**src/rtl/remap_cache_pkg.sv**
```systemverilog
package remap_cache_pkg;

  // classification of one lookup
  typedef enum logic [1:0] {
    LK_HIT      = 2'd0,
    LK_IDX_MISS = 2'd1,
    LK_TAG_MISS = 2'd2
  } lookup_kind_e;

  // strobes from control to datapath
  typedef struct packed {
    logic capture;    // latch request, match result and victim number
    logic fillVictim; // remap and fill the random victim line
    logic fillMatch;  // refill the matched line in place
    logic dropVictim; // invalidate the random victim line, install nothing
    logic selMem;     // response word comes from the memory bus
  } dp_strobe_t;

  localparam int unsigned LfsrWidth = 16;

endpackage

```
**src/rtl/remap_cache_lfsr.sv**
```systemverilog
module remap_cache_lfsr
  import remap_cache_pkg::*;
#(
  parameter logic [LfsrWidth-1:0] SEED  = 16'hACE1,
  parameter int unsigned          OUT_W = 3
) (
  input  logic             clk,
  input  logic             rstN,
  output logic [OUT_W-1:0] rnd
);

  logic [LfsrWidth-1:0] lfsrState;
  logic                 feedback;

  assign feedback = lfsrState[15] ^ lfsrState[13] ^ lfsrState[12] ^ lfsrState[10];

  always_ff @(posedge clk or negedge rstN) begin
    if (!rstN) lfsrState <= SEED;
    else       lfsrState <= {lfsrState[LfsrWidth-2:0], feedback};
  end

  assign rnd = lfsrState[OUT_W-1:0];

  // a maximal-length sequence never reaches the all-zero lock-up state
  a_r10_never_zero: assert property (@(posedge clk) disable iff (!rstN)
    lfsrState != '0);

endmodule

```
**src/rtl/remap_cache_ctrl.sv**
```systemverilog
module remap_cache_ctrl
  import remap_cache_pkg::*;
(
  input  logic         clk,
  input  logic         rstN,
  input  logic         reqValid,
  output logic         reqReady,
  input  lookup_kind_e lookupKind,
  input  logic         lookupBypass,
  output logic         memReqValid,
  input  logic         memReqReady,
  input  logic         memRespValid,
  output logic         respValid,
  output logic         respHit,
  output logic         respIdxMiss,
  output logic         respTagMiss,
  output dp_strobe_t   strb
);

  typedef enum logic [1:0] {ST_IDLE, ST_ASK, ST_WAIT} ctrl_state_e;

  ctrl_state_e  state;
  lookup_kind_e kindQ;
  logic         bypassQ;
  logic         hitPendQ;
  logic         accept;
  logic         fillNow;

  assign accept  = reqValid && (state == ST_IDLE);
  assign fillNow = (state == ST_WAIT) && memRespValid;

  always_ff @(posedge clk or negedge rstN) begin
    if (!rstN) begin
      state    <= ST_IDLE;
      kindQ    <= LK_HIT;
      bypassQ  <= 1'b0;
      hitPendQ <= 1'b0;
    end else begin
      hitPendQ <= accept && (lookupKind == LK_HIT);
      unique case (state)
        ST_IDLE: if (accept) begin
          kindQ   <= lookupKind;
          bypassQ <= lookupBypass;
          if (lookupKind != LK_HIT) state <= ST_ASK;
        end
        ST_ASK:  if (memReqReady) state <= ST_WAIT;
        ST_WAIT: if (memRespValid) state <= ST_IDLE;
        default: state <= ST_IDLE;
      endcase
    end
  end

  assign reqReady    = (state == ST_IDLE);
  assign memReqValid = (state == ST_ASK);

  always_comb begin
    strb            = '0;
    strb.capture    = accept;
    strb.fillVictim = fillNow && (kindQ == LK_IDX_MISS);
    strb.fillMatch  = fillNow && (kindQ == LK_TAG_MISS) && !bypassQ;
    strb.dropVictim = fillNow && (kindQ == LK_TAG_MISS) && bypassQ;
    strb.selMem     = (state == ST_WAIT);
  end

  assign respValid   = hitPendQ || fillNow;
  assign respHit     = hitPendQ;
  assign respIdxMiss = fillNow && (kindQ == LK_IDX_MISS);
  assign respTagMiss = fillNow && (kindQ == LK_TAG_MISS);

  // a fetch request is held until memory takes it
  a_r9_req_held: assert property (@(posedge clk) disable iff (!rstN)
    memReqValid && !memReqReady |=> memReqValid);

  // no new request is taken while a fetch is in flight
  a_r8_stall_while_pending: assert property (@(posedge clk) disable iff (!rstN)
    memReqValid |=> !reqReady);

  // each response carries exactly one classification
  a_r11_one_flag: assert property (@(posedge clk) disable iff (!rstN)
    respValid |-> $countones({respHit, respIdxMiss, respTagMiss}) == 1);

  // a hit answer follows an accepted request by one cycle
  a_r4_hit_timing: assert property (@(posedge clk) disable iff (!rstN)
    respHit |-> $past(reqValid && reqReady));

endmodule

```
**src/rtl/remap_cache_dp.sv**
```systemverilog
module remap_cache_dp
  import remap_cache_pkg::*;
#(
  parameter  int unsigned LINES      = 8,
  parameter  int unsigned EXTRA_BITS = 4,
  parameter  int unsigned ADDR_W     = 16,
  parameter  int unsigned LINE_BYTES = 32,
  parameter  int unsigned WORD_W     = 32,
  parameter  int unsigned TABLE_W    = 2,
  localparam int unsigned BSEL_W     = $clog2(WORD_W / 8),
  localparam int unsigned WADDR_W    = ADDR_W - BSEL_W,
  localparam int unsigned LINE_W     = LINE_BYTES * 8,
  localparam int unsigned WSEL_W     = $clog2(LINE_W / WORD_W),
  localparam int unsigned PIDX_W     = $clog2(LINES),
  localparam int unsigned LIDX_W     = PIDX_W + EXTRA_BITS,
  localparam int unsigned TAG_W      = WADDR_W - WSEL_W - LIDX_W,
  localparam int unsigned LADDR_W    = TAG_W + LIDX_W
) (
  input  logic               clk,
  input  logic               rstN,
  input  logic               modeImproved,
  input  logic [WADDR_W-1:0] reqAddr,
  input  logic [TABLE_W-1:0] reqTable,
  input  logic               reqProt,
  input  logic [PIDX_W-1:0]  rnd,
  input  dp_strobe_t         strb,
  output lookup_kind_e       lookupKind,
  output logic               lookupBypass,
  output logic [LADDR_W-1:0] memLineAddr,
  input  logic [LINE_W-1:0]  memRespData,
  output logic [WORD_W-1:0]  respData
);

  // request fields
  logic [WSEL_W-1:0] reqWsel;
  logic [LIDX_W-1:0] reqLidx;
  logic [TAG_W-1:0]  reqTag;

  assign reqWsel = reqAddr[WSEL_W-1:0];
  assign reqLidx = reqAddr[WSEL_W +: LIDX_W];
  assign reqTag  = reqAddr[WSEL_W+LIDX_W +: TAG_W];

  // mapping registers and lines
  logic [LINES-1:0]   mapValid;
  logic [LINES-1:0]   mapProt;
  logic [LIDX_W-1:0]  mapLidx  [LINES];
  logic [TABLE_W-1:0] mapTable [LINES];
  logic [LINES-1:0]   lineValid;
  logic [LINES-1:0]   lineProt;
  logic [TAG_W-1:0]   lineTag  [LINES];
  logic [LINE_W-1:0]  lineData [LINES];

  // captured request
  logic [LIDX_W-1:0]  lidxQ;
  logic [TAG_W-1:0]   tagQ;
  logic [WSEL_W-1:0]  wselQ;
  logic               protQ;
  logic [TABLE_W-1:0] tableQ;
  logic [PIDX_W-1:0]  matchIdxQ;
  logic [PIDX_W-1:0]  victimQ;
  logic [WORD_W-1:0]  hitWordQ;

  // parallel match over all mapping registers
  logic [LINES-1:0]  match;
  logic [PIDX_W-1:0] matchIdx;

  for (genvar g = 0; g < LINES; g++) begin : g_match
    assign match[g] = mapValid[g]
                   && (mapLidx[g] == reqLidx)
                   && (mapTable[g] == reqTable)
                   && (!modeImproved || (mapProt[g] == reqProt));
  end

  always_comb begin
    matchIdx = '0;
    for (int i = 0; i < LINES; i++) begin
      if (match[i]) matchIdx = PIDX_W'(i);
    end
  end

  always_comb begin
    if (!(|match))
      lookupKind = LK_IDX_MISS;
    else if (lineValid[matchIdx] && (lineTag[matchIdx] == reqTag))
      lookupKind = LK_HIT;
    else
      lookupKind = LK_TAG_MISS;
  end

  assign lookupBypass = !modeImproved && (reqProt || lineProt[matchIdx]);

  // capture at acceptance
  always_ff @(posedge clk or negedge rstN) begin
    if (!rstN) begin
      lidxQ     <= '0;
      tagQ      <= '0;
      wselQ     <= '0;
      protQ     <= 1'b0;
      tableQ    <= '0;
      matchIdxQ <= '0;
      victimQ   <= '0;
      hitWordQ  <= '0;
    end else if (strb.capture) begin
      lidxQ     <= reqLidx;
      tagQ      <= reqTag;
      wselQ     <= reqWsel;
      protQ     <= reqProt;
      tableQ    <= reqTable;
      matchIdxQ <= matchIdx;
      victimQ   <= rnd;
      hitWordQ  <= lineData[matchIdx][int'(reqWsel)*WORD_W +: WORD_W];
    end
  end

  // valid bits
  always_ff @(posedge clk or negedge rstN) begin
    if (!rstN) begin
      mapValid  <= '0;
      lineValid <= '0;
    end else begin
      for (int i = 0; i < LINES; i++) begin
        if (strb.fillVictim && (victimQ == PIDX_W'(i))) begin
          mapValid[i]  <= 1'b1;
          lineValid[i] <= 1'b1;
        end else if (strb.dropVictim && (victimQ == PIDX_W'(i))) begin
          mapValid[i]  <= 1'b0;
          lineValid[i] <= 1'b0;
        end else if (strb.fillMatch && (matchIdxQ == PIDX_W'(i))) begin
          lineValid[i] <= 1'b1;
        end
      end
    end
  end

  // payload, not reset
  always_ff @(posedge clk) begin
    for (int i = 0; i < LINES; i++) begin
      if (strb.fillVictim && (victimQ == PIDX_W'(i))) begin
        mapLidx[i]  <= lidxQ;
        mapTable[i] <= tableQ;
        mapProt[i]  <= protQ;
      end
      if ((strb.fillVictim && (victimQ == PIDX_W'(i))) ||
          (strb.fillMatch && (matchIdxQ == PIDX_W'(i)))) begin
        lineTag[i]  <= tagQ;
        lineProt[i] <= protQ;
        lineData[i] <= memRespData;
      end
    end
  end

  assign memLineAddr = {tagQ, lidxQ};
  assign respData    = strb.selMem ? memRespData[int'(wselQ)*WORD_W +: WORD_W] : hitWordQ;

  // with the mode fixed since reset, at most one mapping register matches
  a_r2_single_match: assert property (@(posedge clk) disable iff (!rstN)
    $onehot0(match));

  // an index-miss fill leaves the victim mapped and valid
  a_r3_victim_mapped: assert property (@(posedge clk) disable iff (!rstN)
    strb.fillVictim |=> mapValid[victimQ] && lineValid[victimQ] && (mapLidx[victimQ] == lidxQ));

  // a valid mapping always points at a valid line
  a_r3_map_has_line: assert property (@(posedge clk) disable iff (!rstN)
    (mapValid & ~lineValid) == '0);

  // an in-place refill holds the new tag
  a_r5_refill_in_place: assert property (@(posedge clk) disable iff (!rstN)
    strb.fillMatch |=> lineValid[matchIdxQ] && (lineTag[matchIdxQ] == tagQ));

  // a bypassed conflict miss empties the random victim
  a_r6_drop_clears: assert property (@(posedge clk) disable iff (!rstN)
    strb.dropVictim |=> !mapValid[victimQ] && !lineValid[victimQ]);

endmodule

```
**src/rtl/remap_cache.sv**
```systemverilog
module remap_cache
  import remap_cache_pkg::*;
#(
  parameter  int unsigned          LINES      = 8,
  parameter  int unsigned          EXTRA_BITS = 4,
  parameter  int unsigned          ADDR_W     = 16,
  parameter  int unsigned          LINE_BYTES = 32,
  parameter  int unsigned          WORD_W     = 32,
  parameter  int unsigned          TABLE_W    = 2,
  parameter  logic [LfsrWidth-1:0] LFSR_SEED  = 16'hACE1,
  localparam int unsigned          WADDR_W    = ADDR_W - $clog2(WORD_W / 8),
  localparam int unsigned          LADDR_W    = ADDR_W - $clog2(LINE_BYTES),
  localparam int unsigned          LINE_W     = LINE_BYTES * 8,
  localparam int unsigned          PIDX_W     = $clog2(LINES)
) (
  input  logic               clk,
  input  logic               rstN,
  input  logic               modeImproved,
  input  logic               reqValid,
  output logic               reqReady,
  input  logic [WADDR_W-1:0] reqAddr,
  input  logic [TABLE_W-1:0] reqTable,
  input  logic               reqProt,
  output logic               respValid,
  output logic [WORD_W-1:0]  respData,
  output logic               respHit,
  output logic               respIdxMiss,
  output logic               respTagMiss,
  output logic               memReqValid,
  input  logic               memReqReady,
  output logic [LADDR_W-1:0] memReqAddr,
  input  logic               memRespValid,
  input  logic [LINE_W-1:0]  memRespData
);

  dp_strobe_t        strb;
  lookup_kind_e      lookupKind;
  logic              lookupBypass;
  logic [PIDX_W-1:0] rnd;

  remap_cache_lfsr #(
    .SEED  (LFSR_SEED),
    .OUT_W (PIDX_W)
  ) i_lfsr (
    .clk  (clk),
    .rstN (rstN),
    .rnd  (rnd)
  );

  remap_cache_ctrl i_ctrl (
    .clk          (clk),
    .rstN         (rstN),
    .reqValid     (reqValid),
    .reqReady     (reqReady),
    .lookupKind   (lookupKind),
    .lookupBypass (lookupBypass),
    .memReqValid  (memReqValid),
    .memReqReady  (memReqReady),
    .memRespValid (memRespValid),
    .respValid    (respValid),
    .respHit      (respHit),
    .respIdxMiss  (respIdxMiss),
    .respTagMiss  (respTagMiss),
    .strb         (strb)
  );

  remap_cache_dp #(
    .LINES      (LINES),
    .EXTRA_BITS (EXTRA_BITS),
    .ADDR_W     (ADDR_W),
    .LINE_BYTES (LINE_BYTES),
    .WORD_W     (WORD_W),
    .TABLE_W    (TABLE_W)
  ) i_dp (
    .clk          (clk),
    .rstN         (rstN),
    .modeImproved (modeImproved),
    .reqAddr      (reqAddr),
    .reqTable     (reqTable),
    .reqProt      (reqProt),
    .rnd          (rnd),
    .strb         (strb),
    .lookupKind   (lookupKind),
    .lookupBypass (lookupBypass),
    .memLineAddr  (memReqAddr),
    .memRespData  (memRespData),
    .respData     (respData)
  );

endmodule

```
**config.mk**
```make
export PLATFORM = sky130hd
export DESIGN_NAME = remap_cache
export DESIGN_NICKNAME = d
export VERILOG_FILES = /design/src/rtl/remap_cache_pkg.sv /design/src/rtl/remap_cache_lfsr.sv /design/src/rtl/remap_cache_ctrl.sv /design/src/rtl/remap_cache_dp.sv /design/src/rtl/remap_cache.sv
export SDC_FILE = /design/constraint.sdc
export NUM_CORES = 2
export LEC_CHECK = 0
export BUFFER_PORTS_ARGS = -buffer_cell sky130_fd_sc_hd__clkbuf_2
export CORE_MARGIN = 5
export CORE_UTILIZATION = 45
export DETAILED_ROUTE_END_ITERATION = 12
export MAX_ROUTING_LAYER = met4
export PLACE_DENSITY = 0.6
export REMOVE_ABC_BUFFERS = 1
export SYNTH_ARGS = -nofsm -noshare
export SYNTH_HDL_FRONTEND = slang
export SYNTH_SLANG_ARGS = --single-unit
```
**constraint.sdc**
```tcl
create_clock -name clk -period 25.9 [get_ports clk]
set_input_delay 1.295 -clock clk [delete_from_list [all_inputs] [get_ports clk]]
set_output_delay 1.295 -clock clk [all_outputs]
set_load 0.03 [all_outputs]
```
; Yosys cells after proc, flatten, opt, wreduce, memory -nomap -nowiden
; Memory sizes are Yosys's and may differ from the RTL's.
; Cells that the tools add are included.
[classes]
magnitude_cmp = 1
n_eq_ne = 47
n_shift = 2
muxes = 175
bitwise = 3
n_reduce_logical = 129
[ops]
columns = operator, count
row1 = two-way mux 256 bit, 7
row2 = OR reduction 256 bit, 7
row3 = variable part select 256 x 9 -> 32 bit, 2
row4 = two-way mux 1 bit, 103
row5 = two-way mux 3 bit, 34
row6 = logical AND 1 bit, 57
row7 = == test 7 bit, 8
row8 = two-way mux 7 bit, 7
row9 = OR reduction 7 bit, 7
row10 = two-way mux 32 bit, 1
row11 = two-way mux 4 bit, 7
row12 = OR reduction 4 bit, 7
row13 = two-way mux 2 bit, 13
row14 = "== test 3 bit, second input constant", 8
row15 = nonzero test 3 bit, 8
row16 = logical OR 1 bit, 18
row17 = nonzero test 2 bit, 9
row18 = == test 2 bit, 8
row19 = OR reduction 2 bit, 7
row20 = "== test 3 x 2 -> 1 bit, second input constant", 4
row21 = == test 1 bit, 8
row22 = OR reduction 8 bit, 1
row23 = binary-select mux 1 bit (select 3 bit), 2
row24 = "== test 3 x 1 -> 1 bit, second input constant", 2
row25 = 13 further kinds, 22
[word_totals]
regBits = 109
ram_bits = 2152
output_inout_bits = 49
n_memories = 4
[memory_table]
columns = memory, depth, width, read_ports, rd_clocked_by_memory_dff, wr, line
row1 = i_dp.lineData, 8, 256, 1, 0, 1, remap_cache_dp.sv:51  ; logic [LINE_W-1:0] lineData [LINES];
row2 = i_dp.mapLidx, 8, 7, 8, 0, 1, remap_cache_dp.sv:46  ; logic [LIDX_W-1:0] mapLidx [LINES];
row3 = i_dp.lineTag, 8, 4, 1, 0, 1, remap_cache_dp.sv:50  ; logic [TAG_W-1:0] lineTag [LINES];
row4 = i_dp.mapTable, 8, 2, 8, 0, 1, remap_cache_dp.sv:47  ; logic [TABLE_W-1:0] mapTable [LINES];

; Longest topological paths before layout
; An unclocked memory read counts as a cell.
[depth]
ltp_word = 21
depth_mapped = 17

; Cells and area by module
; Synthesis repeated with hierarchy kept, for this count alone.
[hier_totals]
hier_cells = 6261
area_unflattened_um2 = 90728.3
[modules_own_cells]
columns = module, instances, cells_per_inst, area_per_inst_um2, seq_area_each_um2
row1 = remap_cache_dp, 1, 6209, 89938.8, 66879.1
row2 = remap_cache_lfsr, 1, 22, 459.2, 410.4
row3 = remap_cache_ctrl, 1, 30, 330.3, 150.1

; Worst setup path after synthesis
; No wires, ideal clock.
[synth_timing]
path_kind = input-to-reg
startpoint = input memRespValid
endpoint = memory i_dp.lineData[2][0] in the netlist's numbering, enable pin
setup_ps = 1279
t_arrival_ps = 22201
required_ps = 24621
path_slack_ps = 2419
stages = 4
n_path_buf = 0
cell_sequence = nand3b_1 -> nor3b_1 -> or3b_2 -> o32ai_1
[synth_via]
elab_chain_cells = 15
word_cells_on_any_way = 65
[synth_rtl]
columns = item, line
row1 = start: declaration, remap_cache.sv:32  ; input logic memRespValid,
row2 = logical AND 1 bit (*), remap_cache_ctrl.sv:30  ; assign fillNow = (state == ST_WAIT) && memRespValid;
row3 = logical AND 1 bit (*), n/a
row4 = named net respTagMiss, remap_cache.sv:28  ; output logic respTagMiss,
row5 = logical AND 1 bit (*), remap_cache_ctrl.sv:60  ; strb.fillMatch = fillNow && (kindQ == LK_TAG_MISS) && !bypassQ;
row6 = logical AND 1 bit, remap_cache_dp.sv:144  ; (strb.fillMatch && (matchIdxQ == PIDX_W'(i)))) begin
row7 = logical OR 1 bit, remap_cache_dp.sv:143  ; if ((strb.fillVictim && (victimQ == PIDX_W'(i))) ||
row8 = two-way mux 1 bit, remap_cache_dp.sv:143
row9 = two-way mux 1 bit (implied by the code), remap_cache_dp.sv:147  ; lineData[i] <= memRespData;
row10 = OR reduction 256 bit (no source line), n/a
row11 = two-way mux 3 bit (no source line) or two-way mux 1 bit (tied branches) (7 in a row), n/a
row12 = end: declaration, remap_cache_dp.sv:51
; Mark *: on every way through the listed nets, which the timed path passes. The rest lies on a longest branch.

; Final worst setup path
[layout_timing]
startpoint = input reqAddr[6]
endpoint = register i_dp.hitWordQ[17]
[layout_via]
elab_chain_cells = 13
word_cells_on_any_way = 37
[layout_rtl]
columns = item, line
row1 = start: declaration, remap_cache.sv:21  ; input logic [WADDR_W-1:0] reqAddr,
row2 = == test 7 bit, remap_cache_dp.sv:69  ; && (mapLidx[g] == reqLidx)
row3 = logical AND 1 bit, remap_cache_dp.sv:69
row4 = logical AND 1 bit, remap_cache_dp.sv:70  ; && (mapTable[g] == reqTable)
row5 = logical AND 1 bit, remap_cache_dp.sv:71  ; && (!modeImproved || (mapProt[g] == reqProt));
row6 = two-way mux 1 bit, remap_cache_dp.sv:77  ; if (match[i]) matchIdx = PIDX_W'(i);
row7 = two-way mux 3 bit (5 in a row), remap_cache_dp.sv:77
row8 = two-way mux 3 bit (*), remap_cache_dp.sv:77
row9 = memory (8 x 256 bit) (*), n/a
row10 = variable part select 256 x 9 -> 32 bit (*), remap_cache_dp.sv:111  ; hitWordQ <= lineData[matchIdx][int'(reqWsel)*WORD_W +: WORD_W];
row11 = end signal: assignment, remap_cache_dp.sv:111
row12 = end: declaration, remap_cache_dp.sv:61  ; logic [WORD_W-1:0] hitWordQ;
; Every way passes the cells marked *; elsewhere a longest branch is shown, timed or not.
; A chain may end at the register's enable or synchronous reset.

==> impl_metrics.tcl <==
set metrics [dict create \
    dpl_cell_area_mm2 0.0948 \
    clockBufferDepth 3 \
    grt_pass1_wl_um 394000 \
    combPwrFrac_pct 9.3 \
    ys.flop_type "edfxtp_1" \
    start_util_pct 45.3 \
    gp_congestion 0.854 \
    cp.buffers_inverters 6 \
    ios 328 \
    required_ns 26.63 \
    rr_worst_depth 15 \
    finalCriticalPeriod_ns 7.39 \
    coreArea_mm2 0.200 \
    post_cts_resized 0 \
    whs_path_depth 0 \
    first_pass_iters 6 \
    p_leak_nw 34.8 \
    cts_tree "built" \
    syn_to_final_growth_pct 12.9 \
    p_sw_share_pct 24.6 \
    rows 164 \
    grt-ovfl-total 0 \
    synthArstFlopShare_pct 4.11 \
    path_cells "clkbuf_2, xnor2_1, nand4_1, or4_1, a21oi_2, o21a_4, buf_4, buf_4, buf_4, buf_4, buf_4, mux2i_1, a221oi_1, nor4_1, nand4b_1, o221a_2" \
    grt.total_usage_pct 26.1 \
    dp_hpwl_um 145000 \
    route.vias.total 56600 \
    design_area_mm2 0.102 \
    start_kind "input port" \
    die_area_mm2 0.211 \
    ys_seq_area_share_pct 74.3 \
    seqPwrFrac_pct 51.1 \
    fillers 16600 \
    drt_iter0_markers 6679 \
    cts_max_level 4 \
    timing.fmax_mhz 135 \
    power_w 0.00830 \
    synth-edff-count 2168 \
    cellPowerDensity_mw_per_mm2 81.1 \
    die_x_um 459 \
    grt_max_degree 175 \
    final_nets 6791 \
    antenna_found_initial 54 \
    drc_errors 0 \
    finalClockSkew_ns 0.0397 \
    maxSlewViolCount 0 \
    power.switching_w 0.00204 \
    path_class "input port to flop" \
    hp-class "flop to flop" \
    setup_viol 0 \
    cp.depth 16 \
    die_h_um 459 \
    cts_hold_buf 0 \
    drive_above_1_share_pct 15.0 \
    cp_common_cell "buf_4" \
    ys_types 84 \
    post_cts_buffers 0 \
    worst_skew_pair.late_latency_ns 0.88 \
    cp-end-kind "flop" \
    maxCapViolCount 0 \
    setup_tns_ns 0 \
    root_buffer "clkbuf_16" \
    cts_buffers 226 \
    ant_nets 0 \
    synthesis.area_mm2 0.0907 \
    cp_slowest_cell "buf_4" \
    p_int_w 0.00626 \
    first_global_vias 55300 \
    cp_max_fo 50 \
    viasPerCell 6.02 \
    clockPowerShare_pct 39.6 \
    arrival_ns 8.13 \
    dpl_worst_slack_ns 17.76 \
    status "completed" \
    hold_viol 0 \
    period_share_pct 28.5 \
    routed_wl_um 271000 \
    grt_setup_unrepaired "false" \
    layout_setup_ws_ns 18.51 \
    clkTransAtPathRegs_ns 0.07 \
    worst_pin_slew_ns 1.26 \
    synth.avg_cell_area_um2 14.5 \
    syn_inst 6264 \
    ys_ff_latch 2261 \
    ir_worst_vdd_mv 0.0661 \
    ys_warn_count 0 \
    cts.sinks 2261 \
    slowest_delay_ns 0.76 \
    wire_per_inst_um 28.8 \
    port_buffers 327 \
    critPathTopFamily "buffers and inverters" \
    slew_headroom_pct 15.0 \
]
==> cell families (layout without fill, tap and decap cells) <==
group                     Yosys count  count (layout)  synth area share, %
other                               0              41                    0
muxes                             356             356                 5.16
and+or+nand+nor                  2017            2017                 9.46
AOI/OAI and AO/OA                1115            1115                 7.79
buffers and inverters             429             871                 2.41
DFF                              2261            2261                 74.3
xor gates and xnor gates           86              86                0.830
==> synthesized netlist by cell type, drive strengths merged (26+ instances only) <==
cell | number | share of area [%]
nor4 | 27 | 0.22
and3 | 43 | 0.30
edfxtp | 2168 | 72
mux2 | 44 | 0.55
mux4 | 85 | 2.1
xnor2 | 76 | 0.73
o21ai | 167 | 0.93
o22ai | 27 | 0.19
nand3 | 373 | 2.1
a221oi | 132 | 1.3
dfrtp | 85 | 2.3
buf | 256 | 1.7
nor2 | 27 | 0.11
nand2 | 1440 | 6.0
a31oi | 131 | 0.90
a21oi | 460 | 2.6
nand4 | 26 | 0.18
mux2i | 227 | 2.5
clkbuf | 166 | 0.69
==> layout by cell type, fill, tap and decap left out, types with 46 or more instances in the layout <==
cell / n
o21ai_0: 158
mux4_2: 85
nand3_1: 367
clkbuf_2: 324
clkbuf_16: 229
clkbuf_1: 46
buf_4: 105
a31oi_1: 131
a21oi_1: 458
edfxtp_1: 2168
a221oi_1: 131
nand2_1: 1433
dfrtp_1: 82
mux2i_1: 227
xnor2_1: 76
==> sequential cells by signal (all words and copies together) (netlist names), 2 cells and up <==
register / count
i_dp.victimQ: 3
i_dp.mapLidx: 56
i_dp.lidxQ: 7
i_dp.lineData: 2048
i_dp.matchIdxQ: 3
i_dp.tableQ: 2
i_ctrl.state: 2
i_dp.mapValid: 8
i_dp.tagQ: 4
i_lfsr.lfsrState: 16
i_dp.lineTag: 32
i_ctrl.kindQ: 2
i_dp.mapProt: 8
i_dp.lineValid: 8
i_dp.hitWordQ: 32
i_dp.lineProt: 8
i_dp.mapTable: 16
i_dp.wselQ: 3
==> power by group through the flow <==
| stage | Sequential, W | Combinational [W] | Clock (W) |
|---|---|---|---|
| 6_report | 0.00424 | 0.000774 | 0.00329 |
| 5_1_grt | 0.00425 | 0.000818 | 0.00349 |
| 4_1_cts | 0.00424 | 0.000778 | 0.00333 |
| 3_5_place_dp | 0.00432 | 0.000777 | 0 |
| 3_3_place_gp | 0.00431 | 0.000767 | 0 |
| 2_1_floorplan | 0.00432 | 0.000405 | 0 |
==> final cells by class <==
class,count,area (um2),share of cell area (%)
timing repair buffer,442,2660,2.60
clock inverter,121,1230,1.20
tap,2656,3320,3.25
antenna,41,103,0.100
sequential,2261,67500,65.9
clock buffer,301,6260,6.11
multi-input combinational,3574,21400,20.9
inverter,7,26.3,0.0257
==> per-layer routing <==
metal	routed length, um	vias up	GRT usage (%)
met5	0	-	-
met2	127000	2734	40.3
met4	6150	0	6.54
li1	-	24400	-
met1	113000	29100	36.5
met3	24300	376	4.64
==> worst paths after layout <==
kind / from / slack, ns / to
max: reqAddr[6] / 18.51 / i_dp.hitWordQ[17]$_DFFE_PN0P_
min reg2reg: i_lfsr.lfsrState[4]$_DFF_PN0_ / 0.35 / i_lfsr.lfsrState[5]$_DFF_PN1_
max reg2reg: i_dp.mapLidx[1][17]$_DFFE_PP_ / 18.82 / i_dp.hitWordQ[17]$_DFFE_PN0P_
min in group asynchronous: rstN / 0.55 / i_dp.lidxQ[0]$_DFFE_PN0P_
max in group asynchronous: rstN / 24.07 / i_dp.wselQ[1]$_DFFE_PN0P_
min: i_lfsr.lfsrState[4]$_DFF_PN0_ / 0.35 / i_lfsr.lfsrState[5]$_DFF_PN1_
==> through the flow <==
stage	hold slack, ns	instances	utilization [%]
finish	0.346	9403	51.2
global route	0.361	9395	51.2
CTS	0.347	9362	51.1
detailed placement	0.336	8940	47.4
global placement	0.335	8940	47.4
floorplan	0.331	5842	-
Note: power is estimated with default switching activity, not from simulation.
